==> src/rtl/irq_accept_pkg.sv <==
package irq_accept_pkg;

   // width needed to carry interrupt numbers 0..n (0 means "none")
   function automatic int unsigned num_width(input int unsigned n);
      return (n < 1) ? 1 : $clog2(n + 1);
   endfunction

   // outputs that move together on an acceptance
   typedef struct packed {
      logic ack;
      logic kill;
      logic redirect;
   } accept_pulse_t;

endpackage

==> src/rtl/irq_line_sync.sv <==
module irq_line_sync #(
   parameter int NUM_LINES  = 8,
   parameter int SYNC_DELAY = 4
) (
   input  logic                 clk,
   input  logic                 rst,
   input  logic [NUM_LINES-1:0] pin,
   input  logic [NUM_LINES-1:0] clr,
   output logic [NUM_LINES-1:0] flag
);
   for (genvar g = 0; g < NUM_LINES; g++) begin : g_line
      logic [SYNC_DELAY-1:0] stage;
      logic                  last_q;
      logic                  rise;
      logic                  flag_q;

      if (SYNC_DELAY == 1) begin : g_single
         always_ff @(posedge clk) begin
            if (rst) stage <= '0;
            else     stage <= pin[g];
         end
      end else begin : g_chain
         always_ff @(posedge clk) begin
            if (rst) stage <= '0;
            else     stage <= {stage[SYNC_DELAY-2:0], pin[g]};
         end
      end

      always_ff @(posedge clk) begin
         if (rst) last_q <= 1'b0;
         else     last_q <= stage[SYNC_DELAY-1];
      end

      assign rise = stage[SYNC_DELAY-1] & ~last_q;

      // a new edge wins over a same-cycle clear; a held flag absorbs repeats
      always_ff @(posedge clk) begin
         if (rst)       flag_q <= 1'b0;
         else if (rise) flag_q <= 1'b1;
         else if (clr[g]) flag_q <= 1'b0;
      end

      assign flag[g] = flag_q;
   end
endmodule

==> src/rtl/irq_branch_track.sv <==
module irq_branch_track #(
   parameter int HIST_DEPTH  = 5,
   parameter int DELAY_SLOTS = 5
) (
   input  logic clk,
   input  logic rst,
   input  logic pkt_valid,
   input  logic pkt_branch,
   output logic block
);
   localparam int SLOT_W = (DELAY_SLOTS < 1) ? 1 : $clog2(DELAY_SLOTS + 1);

   logic                  shadowed;
   logic [HIST_DEPTH-1:0] hist;

   if (DELAY_SLOTS == 0) begin : g_noslot
      assign shadowed = pkt_branch;
   end else begin : g_slot
      logic [SLOT_W-1:0] slot_cnt;
      assign shadowed = pkt_branch | (slot_cnt != '0);
      always_ff @(posedge clk) begin
         if (rst) begin
            slot_cnt <= '0;
         end else if (pkt_valid) begin
            if (pkt_branch)          slot_cnt <= SLOT_W'(DELAY_SLOTS);
            else if (slot_cnt != '0) slot_cnt <= slot_cnt - 1'b1;
         end
      end
   end

   if (HIST_DEPTH == 1) begin : g_h1
      always_ff @(posedge clk) begin
         if (rst)            hist <= '0;
         else if (pkt_valid) hist <= shadowed;
      end
   end else begin : g_hn
      always_ff @(posedge clk) begin
         if (rst)            hist <= '0;
         else if (pkt_valid) hist <= {hist[HIST_DEPTH-2:0], shadowed};
      end
   end

   assign block = |hist;
endmodule

==> src/rtl/irq_pick.sv <==
module irq_pick #(
   parameter int NUM_LINES = 8,
   parameter int NUM_W     = 4
) (
   input  logic [NUM_LINES-1:0] req,
   output logic                 any,
   output logic [NUM_LINES-1:0] grant,
   output logic [NUM_W-1:0]     num
);
   always_comb begin
      grant = '0;
      num   = '0;
      for (int i = NUM_LINES - 1; i >= 0; i--) begin
         if (req[i]) begin
            grant    = '0;
            grant[i] = 1'b1;
            num      = NUM_W'(i + 1);
         end
      end
   end
   assign any = |req;
endmodule

==> src/rtl/irq_accept_unit.sv <==
module irq_accept_unit
   import irq_accept_pkg::*;
#(
   parameter int          NUM_LINES   = 8,
   parameter int          SYNC_DELAY  = 4,
   parameter int          HIST_DEPTH  = 5,
   parameter int          DELAY_SLOTS = 5,
   parameter int          BLACKOUT    = 7,
   parameter int          ADDR_W      = 32,
   parameter int          VEC_SHIFT   = 5,
   parameter logic [63:0] VEC_BASE    = 64'h0,
   localparam int         NUM_W       = num_width(NUM_LINES)
) (
   input  logic                 clk,
   input  logic                 rst,
   input  logic [NUM_LINES-1:0] irq_pin,
   input  logic                 gie,
   input  logic                 nmie,
   input  logic [NUM_LINES-1:0] line_en,
   input  logic                 pkt_valid,
   input  logic                 pkt_branch,
   output logic                 iack,
   output logic [NUM_W-1:0]     inum,
   output logic                 annul,
   output logic                 fetch_req,
   output logic [ADDR_W-1:0]    fetch_addr
);
   localparam int BO_W = (BLACKOUT < 1) ? 1 : $clog2(BLACKOUT + 1);

   if (NUM_LINES < 2)              begin : g_chk_lines  $error("NUM_LINES must be at least 2"); end
   if (SYNC_DELAY < 1)             begin : g_chk_sync   $error("SYNC_DELAY must be at least 1"); end
   if (HIST_DEPTH < 1)             begin : g_chk_hist   $error("HIST_DEPTH must be at least 1"); end
   if (DELAY_SLOTS < 0)            begin : g_chk_slots  $error("DELAY_SLOTS must not be negative"); end
   if (BLACKOUT < 0)               begin : g_chk_bo     $error("BLACKOUT must not be negative"); end
   if (ADDR_W < 1 || ADDR_W > 64)  begin : g_chk_addr   $error("ADDR_W must be 1..64"); end
   if (VEC_SHIFT + NUM_W > ADDR_W) begin : g_chk_vec    $error("vector offsets exceed ADDR_W"); end

   logic [NUM_LINES-1:0] flag;
   logic [NUM_LINES-1:0] clr;
   logic [NUM_LINES-1:0] eligible;
   logic [NUM_LINES-1:0] grant;
   logic [NUM_W-1:0]     pick_num;
   logic                 pick_any;
   logic                 branch_block;
   logic                 blackout_busy;
   logic                 take;
   accept_pulse_t        pulse_q;
   logic [NUM_W-1:0]     inum_q;
   logic [ADDR_W-1:0]    addr_q;

   irq_line_sync #(
      .NUM_LINES (NUM_LINES),
      .SYNC_DELAY(SYNC_DELAY)
   ) u_sync (
      .clk (clk),
      .rst (rst),
      .pin (irq_pin),
      .clr (clr),
      .flag(flag)
   );

   irq_branch_track #(
      .HIST_DEPTH (HIST_DEPTH),
      .DELAY_SLOTS(DELAY_SLOTS)
   ) u_branch (
      .clk       (clk),
      .rst       (rst),
      .pkt_valid (pkt_valid),
      .pkt_branch(pkt_branch),
      .block     (branch_block)
   );

   // line 0 answers only to nmie; the rest also need gie and their enable
   always_comb begin
      eligible    = flag & line_en & {NUM_LINES{gie & nmie}};
      eligible[0] = flag[0] & nmie;
   end

   irq_pick #(
      .NUM_LINES(NUM_LINES),
      .NUM_W    (NUM_W)
   ) u_pick (
      .req  (eligible),
      .any  (pick_any),
      .grant(grant),
      .num  (pick_num)
   );

   if (BLACKOUT == 0) begin : g_noblk
      assign blackout_busy = 1'b0;
   end else begin : g_blk
      logic [BO_W-1:0] bo_cnt;
      always_ff @(posedge clk) begin
         if (rst)                bo_cnt <= '0;
         else if (take)          bo_cnt <= BO_W'(BLACKOUT);
         else if (bo_cnt != '0)  bo_cnt <= bo_cnt - 1'b1;
      end
      assign blackout_busy = (bo_cnt != '0);
   end

   assign take = pick_any & ~branch_block & ~blackout_busy;
   assign clr  = grant & {NUM_LINES{take}};

   always_ff @(posedge clk) begin
      if (rst || !take) begin
         pulse_q <= '0;
         inum_q  <= '0;
         addr_q  <= '0;
      end else begin
         pulse_q <= '{ack: 1'b1, kill: 1'b1, redirect: 1'b1};
         inum_q  <= pick_num;
         addr_q  <= VEC_BASE[ADDR_W-1:0] + (ADDR_W'(pick_num) << VEC_SHIFT);
      end
   end

   assign iack       = pulse_q.ack;
   assign annul      = pulse_q.kill;
   assign fetch_req  = pulse_q.redirect;
   assign inum       = inum_q;
   assign fetch_addr = addr_q;
endmodule

==> config.mk <==
export PLATFORM = sky130hd
export DESIGN_NAME = irq_accept_unit
export DESIGN_NICKNAME = d
export VERILOG_FILES = /design/src/rtl/irq_accept_pkg.sv /design/src/rtl/irq_line_sync.sv /design/src/rtl/irq_branch_track.sv /design/src/rtl/irq_pick.sv /design/src/rtl/irq_accept_unit.sv
export SDC_FILE = /design/constraint.sdc
export NUM_CORES = 1
export LEC_CHECK = 0
export ABC_AREA = 1
export BUFFER_PORTS_ARGS = -buffer_cell sky130_fd_sc_hd__buf_2
export CAP_MARGIN = 20
export CELL_PAD_IN_SITES_DETAIL_PLACEMENT = 2
export CELL_PAD_IN_SITES_GLOBAL_PLACEMENT = 2
export CORE_MARGIN = 5
export CORE_UTILIZATION = 27
export DETAILED_ROUTE_END_ITERATION = 8
export PLACE_DENSITY = 0.82
export SKIP_CTS_REPAIR_TIMING = 1
export SYNTH_ARGS = -nofsm -noshare
export SYNTH_HDL_FRONTEND = slang
export SYNTH_SLANG_ARGS = --single-unit
==> constraint.sdc <==
create_clock -name clk -period 1.3 [get_ports clk]
set_clock_uncertainty 0.15 [all_clocks]
set_input_delay 0.13 -clock clk [delete_from_list [all_inputs] [get_ports clk]]
set_output_delay 0.13 -clock clk [all_outputs]
set_load 0.02 [all_outputs]
==> reports/metrics.yaml, run 1 <==
nets: 417
finalSetupViolCount: 19
crit_path_cell_trace: "inv_2, ha_4, inv_2, nor2_4, nand4_1, nor2_1"
endpoint: "fetch_addr[6]"
cp-start-kind: "flip-flop"
min-delay-path-class: "in -> reg"
hpwl_um: 4270
pre_cts_ws_ps: -161
rsz0062_at_grt: "yes"
grt_pass1_vias: 2211
fin_crit_sh: 1.10
antenna_cells: 0
fin_crit_ps: 1430
antenna_found_initial: 0
first_pass_iters: 3
status: "finished, violations left"
ff2ff_setup_slack_ps: -130
clkLatencyLatePin_ps: 350
clkSinkCount: 64
portBuffers: 31
core_area_sq_mm: 0.00928
leakage_nw: 1.50
maxCapViolations: 0
grt_max_degree: 44
yosysWarnings: 0
cts_tree: "built"
routed_wl_um: 6050
slowest_delay_ps: 330
clkTransAtPathRegs_ps: 70
clock_path_buffers: 2
top_usage_layer: "met2"
grt_use_met1: 0.102
whs_ps: 46.3
crit_required_ps: 1430
worstPathMaxFanout: 6
root_buffer: "clkbuf_8"
synth_cell_types: 28
synth_xor_area_frac: 0.00339
via_per_inst: 3.98
fp.dieH_um: 108
num_vias: 2090
max_clock_freq_mhz: 700
p_total_mw: 4.72
peakVddDrop_mv: 0.443
violations: "setup timing"
die_w_um: 108
r2r_cells: 6
dieArea_sq_mm: 0.0116
syn_inst: 333
hold_violations: 0
start_util: 0.278
placed_cells: 497
critical_path.startpoint: "g_blk.bo_cnt[0]"
fin_ws_ps: -128
post_drt_wl_per_cell_um: 11.5
power_density_mw_per_mm2: 1420
track_usage: 0.109
layout.cells.most_common: "nor2_1"
drtIter0Drc: 44
synthMuxAreaShare: 0
grt_pass1_wl_um: 9760
area_growth_pct: 28.6
finalMaxSlewViolations: 0
synth_compound_area_frac: 0.0664
grt-ovfl-total: 0
fin_cells: 525
cts_buffers: 9
ctsHtreeMaxLevel: 3
antenna_left: 0
synthSimpleGateAreaFrac: 0.207
synth_top_family_by_area: "simple AND/OR/NAND/NOR gates"
yosysSeqAreaShare: 0.496
met3_usage: 0.0318
rows: 35
final_cell_mix: "nor2_1, dfxtp_1, inv_1"
dpl-instance-area_sq_mm: 0.00287
arrival_ps: 1560
fin_area_sq_mm: 0.00332
setup.worst_path.end_class: "flip-flop"
drc: 0
synth_fa_ha_area_frac: 0.0194
syn_avg_cell_area_sq_um: 7.76
ys_seq_elements: 64
synth_area_sq_mm: 0.00258
r2r-start: "g_blk.bo_cnt[0]"
critical-path-slowest-cell: "dfxtp_2"
io_pins: 61
crit_top_cell: "inv_2"
grt_util_met2: 0.207
crit_type: "reg -> reg"
gp_congestion: 0.801
drive_gt1_frac: 0.283
reg2reg_to: "fetch_addr[6]"
power by group:
| group | switching [mW] | total (mW) | internal (mW) |
|---|---|---|---|
| sequential | 0.0558 | 2.12 | 2.06 |
| combinational | 0.496 | 0.849 | 0.353 |
| clock | 0.804 | 1.75 | 0.943 |
| total | 1.36 | 4.72 | 3.36 |
how the worst min path moves through the flow:
| stage | start | to | slack [ps] | depth (start not counted) |
|---|---|---|---|---|
| 2_1_floorplan | pkt_valid | u_branch.hist[2] | 70 | 1 |
| 3_3_place_gp | irq_pin[4] | u_sync.g_line[4].stage[0] | 190 | 3 |
| 3_5_place_dp | irq_pin[2] | u_sync.g_line[2].stage[0] | 190 | 3 |
| 4_1_cts | irq_pin[3] | u_sync.g_line[3].stage[0] | -190 | 3 |
| 5_1_grt | rst | u_sync.g_line[4].stage[1] | 80 | 3 |
| 6_report | pkt_branch | u_branch.g_slot.slot_cnt[0] | 50 | 5 |
per-stage QoR:
step,TNS [ps],util
finish,-1750,0.358
global route,-3420,0.358
CTS,-3190,0.332
detailed placement,-2330,0.309
global placement,-969,0.309
floorplan,-29.1,-
per-layer routing:
| metal | part of all wire | wire, um | vias up |
|---|---|---|---|
| li1 | - | - | 1037 |
| met1 | 0.37 | 2260 | 999 |
| met2 | 0.56 | 3380 | 40 |
| met3 | 0.045 | 275 | 14 |
| met4 | 0.023 | 138 | 0 |
| met5 | 0 | 0 | - |
cells by family (layout without fill, tap and decap cells):
group | count (synthesis) | in the layout
AOI/OAI and AO/OA | 28 | 28
buffers and inverters | 105 | 140
adders and majority gates | 4 | 4
other | 1 | 28
DFF | 64 | 64
and+or+nand+nor | 130 | 131
xor gates and xnor gates | 1 | 1
state kept, by name, summed over array words and instances, names as in the netlist:
register / count
u_sync.g_line.stage: 32
u_sync.g_line.flag_q: 8
u_sync.g_line.last_q: 8
u_branch.hist: 5
fetch_addr: 4
g_blk.bo_cnt: 3
u_branch.g_slot.slot_cnt: 3
iack: 1
worst max-delay path, delay by kind of cell (launching register included):
kind                     cells  cell delay [ps]
adder cells (fa/ha/maj)      1              130
buffers and inverters        2              110
flip-flops                   1              330
AND/OR/NAND/NOR              3              640
layout make-up:
| cell class | count | area (sq um) |
|---|---|---|
| Fill cell | 1081 | 5960 |
| Multi-Input combinational cell | 192 | 1010 |
| Clock inverter | 6 | 67.6 |
| Inverter | 64 | 243 |
| Sequential cell | 64 | 1290 |
| Clock buffer | 10 | 138 |
| Timing Repair Buffer | 60 | 412 |
| Tap cell | 129 | 161 |
synthesized netlist by cell type:
library cell  number  area (sq um)
a21oi_1            8          40.0
buf_2              2          10.0
nand2_2            2          12.5
nand3_1            6          30.0
o21bai_1           7          52.6
ha_1               4          50.1
nand2_1           47           176
o21ai_0            8          40.0
o21a_1             1          7.51
inv_1             63           236
nand3_4            1          17.5
buf_6              1          11.3
a21boi_0           1          7.51
nor2_2             2          12.5
xnor2_1            1          8.76
nor3_2             1          10.0
nand4_1            2          12.5
buf_4             34           255
or2_2              1          6.26
o211ai_1           1          7.51
dfxtp_1           64          1280
nor2_1            66           248
o31ai_1            1          7.51
conb_1             1          3.75
o21ai_2            1          8.76
clkinv_1           1          3.75
nor3_1             2          10.0
clkbuf_1           4          15.0
(Power assumes the default switching activity.)
==> inputs of run 2 (changes only) <==
--- a/config.mk
+++ b/config.mk
@@ -13,7 +13,7 @@
 export CORE_MARGIN = 5
 export CORE_UTILIZATION = 27
 export DETAILED_ROUTE_END_ITERATION = 8
-export PLACE_DENSITY = 0.82
+export PLACE_DENSITY = 0.81
 export SKIP_CTS_REPAIR_TIMING = 1
 export SYNTH_ARGS = -nofsm -noshare
 export SYNTH_HDL_FRONTEND = slang
==> run 2 against run 1 <==
Combinational power rose by 15%; clock power barely moved; final cell count rose by 1.5%; setup slack got worse by 82 ps; global-route usage fell by 0.20 points; largest cell class unchanged; first-iteration DRC count fell by 32%; core utilization rose by 1.0 points; the run still ends with setup timing left; hold slack improved by 35 ps; sequential share of layout area fell by 1.0 points; via count rose by 1.8%; sequential power barely moved; wire length rose by 14%.
==> reports/metrics.yaml, run 2 (synthesis gave the netlist of run 1 again) <==
status: "finished, violations left"
violations: "setup timing"
antenna_found_initial: 0
area_growth_pct: 32.3
crit_path_cell_trace: "nand2_1, a21oi_2, nor2_2, nand2_4, nand3_2, o21bai_1, nand2_1"
switchingPower_mw: 1.39
final_cell_mix: "nor2_1, dfxtp_1, inv_1"
via_per_inst: 3.99
top_usage_layer: "met2"
layout.cells.most_common: "nor2_1"
io_pins: 61
portBuffers: 31
fin_crit_ps: 1510
maxCapViolations: 0
cts_tree: "built"
rsz0062_at_grt: "yes"
grt_pass1_vias: 2174
antenna_left: 0
slowest_delay_ps: 390
leakage_nw: 1.55
clkTransAtPathRegs_ps: 80
fill_cells: 1098
hpwl_um: 4190
root_buffer: "clkbuf_8"
nets: 425
post_drt_wl_per_cell_um: 13.0
fp.dieH_um: 108
start_util: 0.278
track_usage: 0.107
core_area_sq_mm: 0.00928
die_w_um: 108
gp_congestion: 0.778
finalMaxSlewViolations: 0
pre_cts_ws_ps: -156
crit_top_cell: "nand2_1"
peakVddDrop_mv: 0.571
clkSinkCount: 64
grt-ovfl-total: 0
drc: 0
power_density_mw_per_mm2: 1410
dpl-instance-area_sq_mm: 0.00290
largest_register: "u_sync.g_line.stage"
clkLatencyLatePin_ps: 330
whs_ps: 81.2
setup.worst_path.end_class: "flip-flop"
ctsHtreeMaxLevel: 3
num_vias: 2128
dieArea_sq_mm: 0.0116
crit_type: "reg -> reg"
first_pass_iters: 3
drive_gt1_frac: 0.309
netSwitchingFraction: 0.288
grt_util_met2: 0.199
p_int_mw: 3.44
finalSetupViolCount: 19
arrival_ps: 1590
drtIter0Drc: 30
largest_reg_flops: 32
routed_wl_um: 6920
cp-start-kind: "flip-flop"
crit_required_ps: 1380
min-delay-path-class: "in -> reg"
largestRegisters: "u_sync.g_line.stage x32, u_sync.g_line.flag_q x8, u_sync.g_line.last_q x8"
fin_crit_sh: 1.16
grt_use_met1: 0.107
grt_pass1_wl_um: 9670
cts_buffers: 9
grt_max_degree: 44
hold_violations: 0
rows: 35
comb_power_share: 0.202
critical-path-slowest-cell: "dfxtp_1"
final.setup.tns_ps: -2480
clock_path_buffers: 2
antenna_cells: 0
pwr-share-seq: 0.440
met3_usage: 0.0432
clkPwrFrac: 0.359
fin_area_sq_mm: 0.00342
worstPathMaxFanout: 4
max_clock_freq_mhz: 662
fin_ws_ps: -210
==> run 2: changes by cell type in the layout (fill, tap and decap cells not counted), moves of 2 or more <==
cell and change:
nor2_2 +3, buf_4 +6, nand2_1 +2, buf_6 +2
nor2_1 -3, clkinv_4 +2, nand2_2 -2
==> run 2: cell type report <==
| cell class | count | area, sq um | area share |
|---|---|---|---|
| inverter | 64 | 240 | 0.0703 |
| multi-input combinational | 192 | 1040 | 0.305 |
| tap | 129 | 161 | 0.0472 |
| clock inverter | 6 | 68.8 | 0.0201 |
| timing repair buffer | 68 | 479 | 0.140 |
| sequential | 64 | 1290 | 0.377 |
| clock buffer | 10 | 138 | 0.0403 |
==> run 2: layer usage <==
layer,wire length [um],vias up
met3,296,10
met5,0,-
met2,3930,43
met1,2560,1020
met4,129,0
li1,-,1055
==> run 2: power groups by stage <==
| stage | Combinational, mW | Sequential (mW) | Clock, mW |
|---|---|---|---|
| 6_report | 0.973 | 2.12 | 1.73 |
| 5_1_grt | 1.06 | 2.13 | 1.90 |
| 4_1_cts | 0.665 | 2.10 | 1.81 |
| 3_5_place_dp | 0.650 | 2.15 | 0 |
| 3_3_place_gp | 0.601 | 2.14 | 0 |
| 2_1_floorplan | 0.503 | 2.14 | 0 |
==> run 2: worst paths after layout <==
| check | from | end | slack, ps | depth (start not counted) |
|---|---|---|---|---|
| hold reg to reg | u_sync.g_line[7].stage[1] | u_sync.g_line[7].stage[2] | 260 | 2 |
| setup / recovery | u_sync.g_line[4].flag_q | u_sync.g_line[3].flag_q | -210 | 7 |
| setup reg to reg | u_sync.g_line[4].flag_q | u_sync.g_line[3].flag_q | -210 | 7 |
| hold / removal | rst | u_sync.g_line[3].stage[2] | 80 | 3 |
==> run 2: critical path, delay by kind of cell (launching register included) <==
kind,cells,cell delay [ps]
AND/OR/NAND/NOR,5,490
flip-flops,1,390
AO/OA/AOI/OAI,2,360
==> run 2: through the flow <==
step           cells  total power [mW]   util
3_3_place_gp     501              2.74  0.313
4_1_cts          517              4.58  0.335
3_5_place_dp     501              2.80  0.313
5_1_grt          533              5.09  0.368
6_report         533              4.83  0.368
2_1_floorplan    360              2.64      -
==> inputs of run 3 (changes only) <==
--- a/config.mk
+++ b/config.mk
@@ -6,7 +6,7 @@
 export NUM_CORES = 1
 export LEC_CHECK = 0
 export ABC_AREA = 1
-export BUFFER_PORTS_ARGS = -buffer_cell sky130_fd_sc_hd__buf_2
+export BUFFER_PORTS_ARGS = -buffer_cell sky130_fd_sc_hd__buf_4
 export CAP_MARGIN = 20
 export CELL_PAD_IN_SITES_DETAIL_PLACEMENT = 2
 export CELL_PAD_IN_SITES_GLOBAL_PLACEMENT = 2
==> run 3 against run 2 <==
Sequential power barely moved; die area did not move; sequential share of layout area fell by 1.6 points; critical path depth did not move; the run ends with hold timing, setup timing left; hold slack got worse by 110 ps.
==> reports/metrics.yaml, run 3 (synthesis gave the netlist of run 1 again) <==
status: "finished, violations left"
violations: "hold timing, setup timing"
maxCapViolations: 0
cts_tree: "built"
fp.dieH_um: 108
fin_ws_ps: -331
nets: 431
antenna_left: 0
finalSetupViolCount: 19
setup.worst_path.end_class: "flip-flop"
area_growth_pct: 38.9
layout.cells.most_common: "buf_4"
holdPathStages: 3
whs_ps: -26.1
fin_cells: 539
hold_start: "pkt_branch"
crit_family: "simple AND/OR/NAND/NOR gates"
gp_congestion: 0.739
pre_cts_ws_ps: -180
fin_area_sq_mm: 0.00359
clkTransAtPathRegs_ps: 90
p_total_mw: 5.35
cp-start-kind: "flip-flop"
r2r_cells: 7
min-delay-path-class: "in -> reg"
max_clock_freq_mhz: 613
finalMaxSlewViolations: 0
rsz0062_at_grt: "yes"
drtIter0Drc: 45
crit_required_ps: 1370
clkSinkCount: 64
fin_crit_sh: 1.25
root_buffer: "clkbuf_8"
grt-ovfl-total: 0
drive_gt1_frac: 0.327
track_usage: 0.113
rows: 35
ff2ff_setup_slack_ps: -330
start_util: 0.278
via_per_inst: 4.09
die_w_um: 108
worstPathMaxFanout: 5
largest_reg_flops: 32
grt_max_degree: 44
cp.depth: 7
crit_type: "reg -> reg"
placed_cells: 502
dieArea_sq_mm: 0.0116
dpl-instance-area_sq_mm: 0.00299
slowest_delay_ps: 390
clock_path_buffers: 2
antenna_cells: 0
post_drt_wl_per_cell_um: 14.7
num_vias: 2207
final_cell_mix: "buf_4, nor2_1, inv_1"
crit_path_cell_trace: "nand2_2, o21ai_2, nor2_2, nand2_2, nand3_4, o21bai_1, nand2_1"
drc: 0
hpwl_um: 4440
peakVddDrop_mv: 0.569
fin_crit_ps: 1630
grt_pass1_vias: 2269
power_density_mw_per_mm2: 1490
hold_path_end: "u_branch.hist[0]"
first_pass_iters: 4
largestRegisters: "u_sync.g_line.stage x32, u_sync.g_line.flag_q x8, u_sync.g_line.last_q x8"
reg2reg_to: "u_sync.g_line[7].flag_q"
largest_register: "u_sync.g_line.stage"
path_buf_inv: 0
io_pins: 61
ctsHtreeMaxLevel: 3
grt_pass1_wl_um: 10200
cts_buffers: 9
portBuffers: 31
r2r-start: "u_sync.g_line[3].flag_q"
critical-path-slowest-cell: "dfxtp_2"
antenna_found_initial: 0
routed_wl_um: 7900
hold_violations: 1
core_area_sq_mm: 0.00928
crit_top_cell: "nand2_2"
clkLatencyLatePin_ps: 360
leakage_nw: 1.63
arrival_ps: 1700
==> run 3: cell types whose count changed in the layout (fill, tap and decap cells not counted), sizes merged <==
cell	delta
buf	+6
bufinv	+3
clkinv	-3
clkbuf	-1
clkinvlp	+1
==> run 3: final cells by class <==
| cell class | instances | area (sq um) |
|---|---|---|
| Fill cell | 1107 | 5700 |
| Inverter | 64 | 240 |
| Multi-Input combinational cell | 192 | 1030 |
| Timing Repair Buffer | 74 | 594 |
| Sequential cell | 64 | 1290 |
| Clock buffer | 9 | 124 |
| Tap cell | 129 | 161 |
| Clock inverter | 7 | 144 |
==> run 3: through the flow <==
stage / TNS (ps) / util
2_1_floorplan: -29.1 / -
3_3_place_gp: -947 / 0.322
3_5_place_dp: -2430 / 0.322
4_1_cts: -3610 / 0.351
5_1_grt: -4950 / 0.386
6_report: -3600 / 0.386
==> run 3: metal layers <==
layer  routed length, um  up-vias  part of all wire  global-route usage
met5                   0        -                 0                   0
met4                 238        0             0.030              0.0433
met3                 341       15             0.043              0.0396
met2                4490       56              0.57               0.214
met1                2830     1068              0.36               0.111
li1                    -     1068                 -                   -
==> run 3: how the worst max path moves through the flow <==
stage          slack, ps                         from                           to
5_1_grt             -400      u_sync.g_line[3].flag_q      u_sync.g_line[6].flag_q
2_1_floorplan        -30  u_branch.g_slot.slot_cnt[0]  u_branch.g_slot.slot_cnt[1]
4_1_cts             -270      u_sync.g_line[6].flag_q      u_sync.g_line[6].flag_q
3_5_place_dp        -180                         nmie              g_blk.bo_cnt[0]
3_3_place_gp        -110                         nmie              g_blk.bo_cnt[0]
6_report            -330      u_sync.g_line[3].flag_q      u_sync.g_line[7].flag_q
==> run 3: where the power goes <==
group / switching (mW) / total (mW) / leakage [nW] / internal, mW
Combinational: 0.521 / 0.910 / 0.977 / 0.389
Sequential: 0.0641 / 2.13 / 0.527 / 2.06
Clock: 0.844 / 2.31 / 0.126 / 1.47
Total: 1.43 / 5.35 / 1.63 / 3.92
==> run 3: tightest hold or removal path, stage by stage <==
cell and delay, ps:
buf_4 100, o31ai_4 60, a21oi_1 130
